### config.mk
export PLATFORM = sky130hd
export DESIGN_NAME = csr_split_bridge
export DESIGN_NICKNAME = d
export VERILOG_FILES = /design/src/rtl/csr_split_pkg.sv /design/src/rtl/csr_split_decode.sv /design/src/rtl/csr_split_wr.sv /design/src/rtl/csr_split_rd.sv /design/src/rtl/csr_split_bridge.sv
export SDC_FILE = /design/constraint.sdc
export NUM_CORES = 1
export LEC_CHECK = 0
export BUFFER_PORTS_ARGS = -buffer_cell sky130_fd_sc_hd__buf_2
export CAP_MARGIN = 5
export CORE_UTILIZATION = 35
export CTS_CLUSTER_SIZE = 30
export DETAILED_ROUTE_END_ITERATION = 8
export PLACE_DENSITY = 0.68
export SLEW_MARGIN = 20
export SYNTH_ARGS = -nofsm -noshare
export SYNTH_HDL_FRONTEND = slang
export SYNTH_SLANG_ARGS = --single-unit
### constraint.sdc
create_clock -name clk -period 2.13 [get_ports clk]
set_input_delay 0.213 -clock clk [delete_from_list [all_inputs] [get_ports clk]]
set_output_delay 0.213 -clock clk [all_outputs]
set_load 0.02 [all_outputs]
### src/rtl/csr_split_pkg.sv
`timescale 1ns/1ps
package csr_split_pkg;
  typedef struct packed {
    logic rd;    // read request
    logic wr;    // write request
    logic hit;   // offset inside register
    logic first; // offset 0
    logic last;  // offset NSUB-1
  } csr_acc_t;
endpackage

### src/rtl/csr_split_decode.sv
`timescale 1ns/1ps
module csr_split_decode
  import csr_split_pkg::*;
#(
  parameter int ADDR_W = 6,
  parameter int NSUB   = 4,
  localparam int OFF_W = ADDR_W - 2
) (
  input  logic              sel,
  input  logic              we,
  input  logic [ADDR_W-1:0] addr,
  output csr_acc_t          acc,
  output logic [OFF_W-1:0]  offs
);
  always_comb begin
    offs      = addr[ADDR_W-1:2];
    acc.rd    = sel & ~we;
    acc.wr    = sel & we;
    acc.hit   = {1'b0, offs} < (OFF_W+1)'(NSUB);
    acc.first = offs == '0;
    acc.last  = offs == OFF_W'(NSUB - 1);
  end
endmodule

### src/rtl/csr_split_wr.sv
`timescale 1ns/1ps
module csr_split_wr
  import csr_split_pkg::*;
#(
  parameter int REG_W = 32,
  parameter int SUB_W = 8,
  parameter int BUS_W = 32,
  parameter int OFF_W = 4,
  localparam int NSUB = REG_W / SUB_W
) (
  input  logic             clk,
  input  logic             rst,
  input  csr_acc_t         acc,
  input  logic [OFF_W-1:0] offs,
  input  logic [BUS_W-1:0] wdata,
  input  logic             hw_load,
  input  logic [REG_W-1:0] hw_data,
  output logic [REG_W-1:0] reg_q,
  output logic             wstrobe
);
  logic [SUB_W-1:0] shadow [NSUB-1];
  logic [REG_W-1:0] nxt;
  logic             commit;

  assign commit = acc.wr & acc.hit & acc.last;

  for (genvar k = 0; k < NSUB - 1; k++) begin : g_shadow
    always_ff @(posedge clk) begin
      if (rst)
        shadow[k] <= '0;
      else if (acc.wr && acc.hit && offs == OFF_W'(k))
        shadow[k] <= wdata[SUB_W-1:0];
    end
    assign nxt[REG_W-1-k*SUB_W -: SUB_W] = shadow[k];
  end
  assign nxt[SUB_W-1:0] = wdata[SUB_W-1:0];

  always_ff @(posedge clk) begin
    if (rst) begin
      reg_q   <= '0;
      wstrobe <= 1'b0;
    end else begin
      wstrobe <= commit;
      if (commit)
        reg_q <= nxt;
      else if (hw_load)
        reg_q <= hw_data;
    end
  end

  assert_hold_R4: assert property (@(posedge clk) disable iff (rst)
    (!commit && !hw_load) |=> ($stable(reg_q) && !wstrobe));
  assert_commit_low_R5: assert property (@(posedge clk) disable iff (rst)
    wstrobe |-> (reg_q[SUB_W-1:0] == $past(wdata[SUB_W-1:0])));
  assert_hw_load_R9: assert property (@(posedge clk) disable iff (rst)
    (hw_load && !commit) |=> (reg_q == $past(hw_data) && !wstrobe));
endmodule

### src/rtl/csr_split_rd.sv
`timescale 1ns/1ps
module csr_split_rd
  import csr_split_pkg::*;
#(
  parameter int REG_W = 32,
  parameter int SUB_W = 8,
  parameter int BUS_W = 32,
  parameter int OFF_W = 4,
  localparam int NSUB = REG_W / SUB_W
) (
  input  logic             clk,
  input  logic             rst,
  input  csr_acc_t         acc,
  input  logic [OFF_W-1:0] offs,
  input  logic [REG_W-1:0] reg_q,
  output logic [BUS_W-1:0] rdata,
  output logic             rvalid
);
  logic [REG_W-1:0] snap;
  logic [REG_W-1:0] src;
  logic [SUB_W-1:0] chunk;

  always_comb begin
    src   = acc.first ? reg_q : snap;
    chunk = '0;
    if (acc.hit)
      chunk = src[(NSUB - 1 - int'(offs)) * SUB_W +: SUB_W];
  end

  always_ff @(posedge clk) begin
    if (rst) begin
      snap   <= '0;
      rdata  <= '0;
      rvalid <= 1'b0;
    end else begin
      rvalid <= acc.rd;
      if (acc.rd) begin
        rdata <= {{(BUS_W-SUB_W){1'b0}}, chunk};
        if (acc.first) snap <= reg_q;
      end
    end
  end

  assert_upper_zero_R2: assert property (@(posedge clk) disable iff (rst)
    rdata[BUS_W-1:SUB_W] == '0);
  assert_out_of_range_R8: assert property (@(posedge clk) disable iff (rst)
    (acc.rd && !acc.hit) |=> (rdata == '0));
  assert_rvalid_R10: assert property (@(posedge clk) disable iff (rst)
    rvalid |-> $past(acc.rd));
endmodule

### src/rtl/csr_split_bridge.sv
`timescale 1ns/1ps
module csr_split_bridge
  import csr_split_pkg::*;
#(
  parameter int ADDR_W = 6,
  parameter int BUS_W  = 32,
  parameter int REG_W  = 32,
  parameter int SUB_W  = 8,
  localparam int NSUB  = REG_W / SUB_W,
  localparam int OFF_W = ADDR_W - 2
) (
  input  logic              clk,
  input  logic              rst,
  input  logic              bus_sel,
  input  logic              bus_we,
  input  logic [ADDR_W-1:0] bus_addr,
  input  logic [BUS_W-1:0]  bus_wdata,
  output logic [BUS_W-1:0]  bus_rdata,
  output logic              bus_rvalid,
  input  logic              hw_load,
  input  logic [REG_W-1:0]  hw_data,
  output logic [REG_W-1:0]  reg_value,
  output logic              reg_wstrobe
);
  csr_acc_t         acc;
  logic [OFF_W-1:0] offs;

  csr_split_decode #(.ADDR_W(ADDR_W), .NSUB(NSUB)) u_dec (
    .sel(bus_sel), .we(bus_we), .addr(bus_addr), .acc(acc), .offs(offs)
  );

  csr_split_wr #(.REG_W(REG_W), .SUB_W(SUB_W), .BUS_W(BUS_W), .OFF_W(OFF_W)) u_wr (
    .clk(clk), .rst(rst), .acc(acc), .offs(offs), .wdata(bus_wdata),
    .hw_load(hw_load), .hw_data(hw_data), .reg_q(reg_value), .wstrobe(reg_wstrobe)
  );

  csr_split_rd #(.REG_W(REG_W), .SUB_W(SUB_W), .BUS_W(BUS_W), .OFF_W(OFF_W)) u_rd (
    .clk(clk), .rst(rst), .acc(acc), .offs(offs), .reg_q(reg_value),
    .rdata(bus_rdata), .rvalid(bus_rvalid)
  );

  initial begin
    assert_geometry_R3: assert (REG_W % SUB_W == 0 && NSUB >= 2 && SUB_W < BUS_W
                                && NSUB <= (1 << OFF_W));
  end

  assert_reset_R1: assert property (@(posedge clk)
    $past(rst) |-> (reg_value == '0 && !reg_wstrobe && !bus_rvalid && bus_rdata == '0));
endmodule

==> key figures, run 1 <==
Run status
  – Status: finished clean

Worst setup path
  – Endpoint class of the critical path: flop
  – Worst setup path startpoint: bus_addr[4]
  – CP max FO: 41
  – Worst Path Arrival: 1.72 ns
  – R2R Path Start: u_wr.reg_q[26]
  – WP data required: 2.35 ns
  – Crit path kind: input port to flop
  – Startpoint Class: input port

Placed design
  – Placement Cell Area: 4970 µm²
  – Final Wtd Congestion: 0.821
  – DP Wirelength: 8500 µm
  – PortBufs: 90

Detailed routing
  – Avg WL per Cell: 16.7 µm
  – Antenna-violating nets left: 0
  – Total Wirelength: 11,900 µm
  – DR vias: 3,789
  – Detailed-route DRC error count: 0
  – Starting DRT DRC Count: 314
  – Vias/cell: 5.31
  – Pre-antenna DRT Iters: 5

Timing
  – Final setup viols: 0
  – Worst slew pin tran: 0.637 ns
  – Fin. max-slew vios: 0
  – FMAX: 0.665 GHz
  – Total negative slack: 0 ns
  – Final period util: 70.6%
  – Hold slack: 0.168 ns
  – Post-layout minimum cycle time: 1.50 ns
  – Final hold vios: 0
  – Skew final: 0.00921 ns
  – Rel. slew slack: 57.6%
  – Unrepaired setup endpoints after global routing: no

Power and ir drop
  – Final Total Pwr: 0.00416 W
  – Leak Pwr: 2.12 nW
  – Peak supply drop: 359 µV
  – Cell area power density: 785 nW/µm²

GRT
  – Largest net degree at the start of global routing: 63
  – Number of global-route vias before repair: 3,447
  – GRT overflow: 0
  – Initial antenna violation count: 0
  – Total Routing Usage GR: 18.2%
  – First-pass GRT wire length: 18,600 µm

Clocking
  – Latest clock arrival within the worst-skew pair: 0.33 ns
  – H-tree Lvls: 3
  – CTS tree: built
  – Total CTS buffers: 9
  – Clk pin slew, worst setup/hold paths: 0.06 ns
  – Max Root-Sink Buffers: 2
  – CTS Hold Bufs: 0
  – CTS Root Buffer Type: clkbuf_16
  – CTS Sinks: 98
  – # Post-CTS Setup Buffers: 0
  – CTS resizes: 0

Logic synthesis
  – #FFs+latches synth: 98
  – Largest area contributor in the netlist: dfxtp_1
  – Asr flop ratio synth: 0%
  – Seq/Total Area, Yosys: 48.8%
  – Area share of the leading cell type in the synthesized netlist: 32.9%
  – Syn Std Cell Area: 4510 µm²
  – Synth warn: 0
  – Largest cells by area after synthesis: dfxtp_1 (33%), edfxtp_1 (16%), mux2i_1 (11%)
  – Synth cell types: 29
  – Main synth FF type: dfxtp_1
  – Gate count of the mapped netlist: 465
  – Post-synth EDFFs: 24
  – Mapped Avg Cell Area: 9.69 µm²

Floorplan
  – FP Rows: 41
  – DIE AREA: 13,300 µm²
  – Die Wd: 115 µm
  – Core box area: 12,600 µm²
  – Chip Height: 115 µm
  – Io pins: 141
  – Initial Util: 35.9%

Worst hold path
  – HP Class: input port to flop
  – HP Start: bus_we

Cells and area
  – Fin util: 42.1%
  – Layout cells sized above 1: 22.7%
  – Fillers: 1,257
  – Area Overhead vs Synth: 17.5%
  – Nets@finish: 613
  – Final instance area: 5300 µm²
  – N_diodes: 0

Job
  – Maxcap violations: 0
-- cell usage in the layout (no fill, tap or decap), drive strengths merged --
cell type / count
nor4: 32
inv: 5
ha: 2
nor4b: 1
a21oi: 33
o21ai: 32
nor2: 35
dfxtp: 74
and3: 1
a32o: 8
conb: 24
clkinv: 4
nand2: 19
bufinv: 1
or4b: 1
a22oi: 8
nor3b: 1
nand3: 36
buf: 105
a211oi: 32
mux2i: 48
nand4: 1
edfxtp: 24
clkbuf: 13
and4: 1
-- Yosys cell counts (2+ instances only) --
| cell | number |
|---|---|
| clkbuf_1 | 20 |
| inv_1 | 5 |
| o21ai_0 | 2 |
| buf_4 | 25 |
| ha_1 | 2 |
| mux2i_1 | 48 |
| a21oi_1 | 33 |
| clkinv_1 | 2 |
| a211oi_1 | 32 |
| nand2_1 | 19 |
| dfxtp_1 | 74 |
| buf_1 | 3 |
| nor4_1 | 32 |
| edfxtp_1 | 24 |
| buf_6 | 6 |
| nor2_1 | 35 |
| nand3_1 | 35 |
| a32o_1 | 8 |
| o21ai_1 | 30 |
| a22oi_1 | 8 |
| buf_2 | 14 |
-- state kept, by name, summed over array words and instances (netlist names) --
| name | count |
|---|---|
| u_wr.reg_q | 32 |
| u_rd.rvalid | 1 |
| u_rd.rdata | 8 |
| u_wr.wstrobe | 1 |
| u_rd.snap | 32 |
| u_wr.shadow | 24 |
-- report_power, final --
part           switching [W]  internal (W)
Combinational       0.000296      0.000142
Clock               0.000653       0.00105
Sequential         0.0000548       0.00197
-- critical path, cell delays in order --
cell and delay [ns]:
buf_2 0.10, inv_1 0.07, ha_1 0.21, buf_4 0.44
mux2i_1 0.25, a22oi_1 0.12, a32o_1 0.30
-- layout make-up --
type / instances / area [µm²] / share of cell area [%]
Timing Repair Buffer: 105 / 563 / 10.6
Multi-Input combinational cell: 315 / 1960 / 37.1
Inverter: 7 / 26.3 / 0.496
Clock buffer: 13 / 282 / 5.32
Clock inverter: 3 / 43.8 / 0.827
Sequential cell: 98 / 2200 / 41.6
Tap cell: 172 / 215 / 4.06
-- cell families (layout without fill, tap and decap cells) --
family                     Yosys count  in the layout  share of synthesized area, %
buffers and inverters               75            128                          9.71
AOI/OAI and AO/OA                  113            113                          15.7
DFF                                 98             98                          48.8
adders and majority gates            2              2                         0.555
other                                1             24                        0.0832
and+or+nand+nor                    128            128                          14.5
muxes                               48             48                          10.7
-- routing by layer --
metal,vias to the layer above,share of wire [%],track usage (%)
met5,-,0,0
met4,0,1.3,5.37
met3,15,6.6,4.24
met2,126,49,30.1
met1,1832,43,23.6
li1,1816,-,-
-- final timing paths --
| check | end | slack [ns] | depth (start not counted) |
|---|---|---|---|
| hold reg to reg | u_rd.rdata[5] | 0.46 | 1 |
| setup / recovery | u_rd.rdata[2] | 0.63 | 7 |
| hold / removal | u_rd.rvalid | 0.17 | 2 |
| setup reg to reg | u_rd.rdata[2] | 1.03 | 3 |
-- per-stage QoR --
step / instances / worst slack (ns)
6_report: 713 / 0.626
5_1_grt: 713 / 0.529
4_1_cts: 713 / 0.648
3_5_place_dp: 697 / 0.313
3_3_place_gp: 697 / 0.346
2_1_floorplan: 488 / 0.437
(Power assumes the default switching activity.)
==> run 2, diff against run 1 <==
--- a/config.mk
+++ b/config.mk
@@ -10,7 +10,7 @@
 export CORE_UTILIZATION = 35
 export CTS_CLUSTER_SIZE = 30
 export DETAILED_ROUTE_END_ITERATION = 8
-export PLACE_DENSITY = 0.68
+export PLACE_DENSITY = 0.71
 export SLEW_MARGIN = 20
 export SYNTH_ARGS = -nofsm -noshare
 export SYNTH_HDL_FRONTEND = slang
==> constraint.sdc (replaced) <==
create_clock -name clk -period 1.3 [get_ports clk]
set_input_delay 0.13 -clock clk [delete_from_list [all_inputs] [get_ports clk]]
set_output_delay 0.13 -clock clk [all_outputs]
set_load 0.02 [all_outputs]
==> key figures, run 2 (synthesized netlist as in run 1, its figures left out) <==
Cells and area
  – Final instance area: 5560 µm² (+5.0%)
  – N_diodes: 0 (unchanged)
  – Fin util: 44.3% (+2.1 points)
  – Leading cell type in the layout, fill and taps excluded: buf_2
  – Area Overhead vs Synth: 23.4%
  – Register area: 2200 µm² (unchanged)
  – Most frequent cells in the layout: buf_2 (90), dfxtp_1 (74), mux2i_1 (48)
  – Largest registers: u_rd.snap: 32 flops, u_wr.reg_q: 32 flops, u_wr.shadow: 24 flops
  – Post-Layout Cell Count: 730 (+2.4%)
  – Layout cells sized above 1: 26.7% (+4.0 points)
  – Fillers: 1,191 (-5.3%)
  – Nets@finish: 630 (+2.8%)
  – Area of the multi-input gates: 2040 µm² (+3.7%)

Detailed routing
  – Vias/cell: 5.20 (-2.2%)
  – Detailed-route DRC error count: 0 (unchanged)
  – Starting DRT DRC Count: 279 (-11%)
  – Highest Signal Layer: met4
  – WL met3: 601 µm (-23%)
  – Pre-antenna DRT Iters: 4 (-1)
  – Total Wirelength: 11,900 µm (about the same)
  – WL met1: 5170 µm (+0.92%)
  – Routed wl met2: 5910 µm (+0.70%)
  – Avg WL per Cell: 16.4 µm (-2.2%)
  – Antenna-violating nets left: 0 (unchanged)
  – DR vias: 3,795 (+0.16%)

Clocking
  – CTS Hold Bufs: 0 (unchanged)
  – CTS resizes: 0 (unchanged)
  – CTS Root Buffer Type: clkbuf_16
  – # Post-CTS Setup Buffers: 0 (unchanged)
  – CTS Sinks: 98 (unchanged)
  – CTS tree: built
  – Latest clock arrival within the worst-skew pair: 0.34 ns (about the same)
  – Total CTS buffers: 9 (unchanged)
  – Clk pin slew, worst setup/hold paths: 0.07 ns (about the same)
  – Max Root-Sink Buffers: 2 (unchanged)
  – H-tree Lvls: 3 (unchanged)

Placed design
  – Final Wtd Congestion: 0.888 (+8.3%)
  – PortBufs: 90 (unchanged)
  – Placed cells: 714 (+2.4%)
  – DP Wirelength: 8910 µm (+4.9%)
  – Placement Cell Area: 5290 µm² (+6.4%)

Timing
  – Fin. max-slew vios: 0 (unchanged)
  – Unrepaired setup endpoints after global routing: no
  – Worst slew pin tran: 0.577 ns (-0.0601 ns)
  – Post-layout minimum cycle time: 1.17 ns
  – Final period util: 89.9%
  – Final setup viols: 0 (unchanged)
  – Final hold vios: 0 (unchanged)
  – Hold slack: 0.0732 ns (-0.0951 ns)
  – FMAX: 0.856 GHz
  – Rel. slew slack: 61.6% (+4.0 points)
  – Skew final: 0.00656 ns (-0.00265 ns)

Worst setup path
  – Crit path kind: input port to flop
  – Worst Path Arrival: 1.41 ns (-0.31 ns)
  – FF-to-FF path depth: 2 (-1)
  – Startpoint Class: input port
  – CP max FO: 15 (-63%)
  – R2r setup slk: 0.23 ns (-0.80 ns)
  – Crit Reg-Reg Endpoint: u_wr.reg_q[12]
  – Endpoint class of the critical path: flop
  – R2R Path Start: u_wr.shadow[2][4]
  – WP data required: 1.55 ns (-0.80 ns)

Floorplan
  – Die Wd: 115 µm (unchanged)
  – Io pins: 141 (unchanged)
  – Core box area: 12,600 µm² (unchanged)
  – FP Rows: 41 (unchanged)
  – Initial Util: 35.9% (unchanged)
  – Chip Height: 115 µm (unchanged)
  – DIE AREA: 13,300 µm² (unchanged)

GRT
  – Largest net degree at the start of global routing: 40 (-37%)
  – GRT overflow: 0 (unchanged)
  – First-pass GRT wire length: 18,400 µm (-1.0%)
  – Initial antenna violation count: 0 (unchanged)
  – Number of global-route vias before repair: 3,591 (+4.2%)
  – Total Routing Usage GR: 18.5% (+0.28 points)

Power and ir drop
  – Peak supply drop: 545 µV (+52%)
  – Leak Pwr: 2.22 nW (+4.9%)
  – Cell area power density: 1180 nW/µm² (+50%)

Worst hold path
  – HP Start: rst
  – HP Class: input port to flop
  – Hold path depth: 2 (unchanged)
  – Worst Hold Path EP: u_rd.rvalid

Run status
  – Status: finished clean

Job
  – Maxcap violations: 0 (unchanged)
-- run 2: cell count changes in the layout (fill, tap and decap cells not counted), sizes merged --
cell / change
clkbuf: -3
bufinv: -1
buf: +17
clkinv: +3
inv: +1
-- run 2: worst max-delay path by stage --
| stage | startpoint | end | depth (start not counted) |
|---|---|---|---|
| floorplan | bus_addr[5] | u_wr.shadow[0][0] | 7 |
| global placement | bus_addr[4] | u_wr.reg_q[29] | 8 |
| detailed placement | bus_addr[4] | u_wr.reg_q[29] | 8 |
| CTS | bus_addr[4] | u_wr.reg_q[29] | 8 |
| global route | u_wr.reg_q[31] | reg_value[31] | 2 |
| finish | bus_addr[4] | u_wr.reg_q[29] | 8 |
-- run 2: layout make-up --
class,instances,share of cell area (%)
sequential,98,39.6
multi-input combinational,315,36.6
timing repair buffer,122,14.4
clock buffer,10,4.12
tap,172,3.87
clock inverter,6,0.765
inverter,7,0.607
-- run 2: metrics by stage --
| step | setup slack [ns] | setup TNS, ns | total power (W) |
|---|---|---|---|
| after floorplan | 0.00563 | 0 | 0.00389 |
| after global placement | -0.160 | -9.06 | 0.00416 |
| after detailed placement | -0.224 | -13.41 | 0.00417 |
| after CTS | 0.131 | 0 | 0.00657 |
| after global routing | 0.0966 | 0 | 0.00678 |
| final | 0.131 | 0 | 0.00654 |
-- run 2: routing by layer --
metal | track usage (%) | vias up
met3 | 5.13 | 16
met1 | 22.8 | 1829
li1 | - | 1852
met5 | 0 | -
met2 | 30.3 | 98
met4 | 7.71 | 0
-- run 2: worst max-delay path, cell delays in order --
cell and delay (ns):
buf_2 0.12, inv_4 0.06, ha_1 0.18, and4_1 0.25
buf_12 0.15, nand3_4 0.11, buf_12 0.17, a211oi_1 0.24
-- run 2: power by group --
part	internal [W]	switching [W]	total, W
combinational	0.000291	0.000511	0.000801
clock	0.00130	0.00113	0.00243
sequential	0.00322	0.0000832	0.00331
total	0.00481	0.00172	0.00654
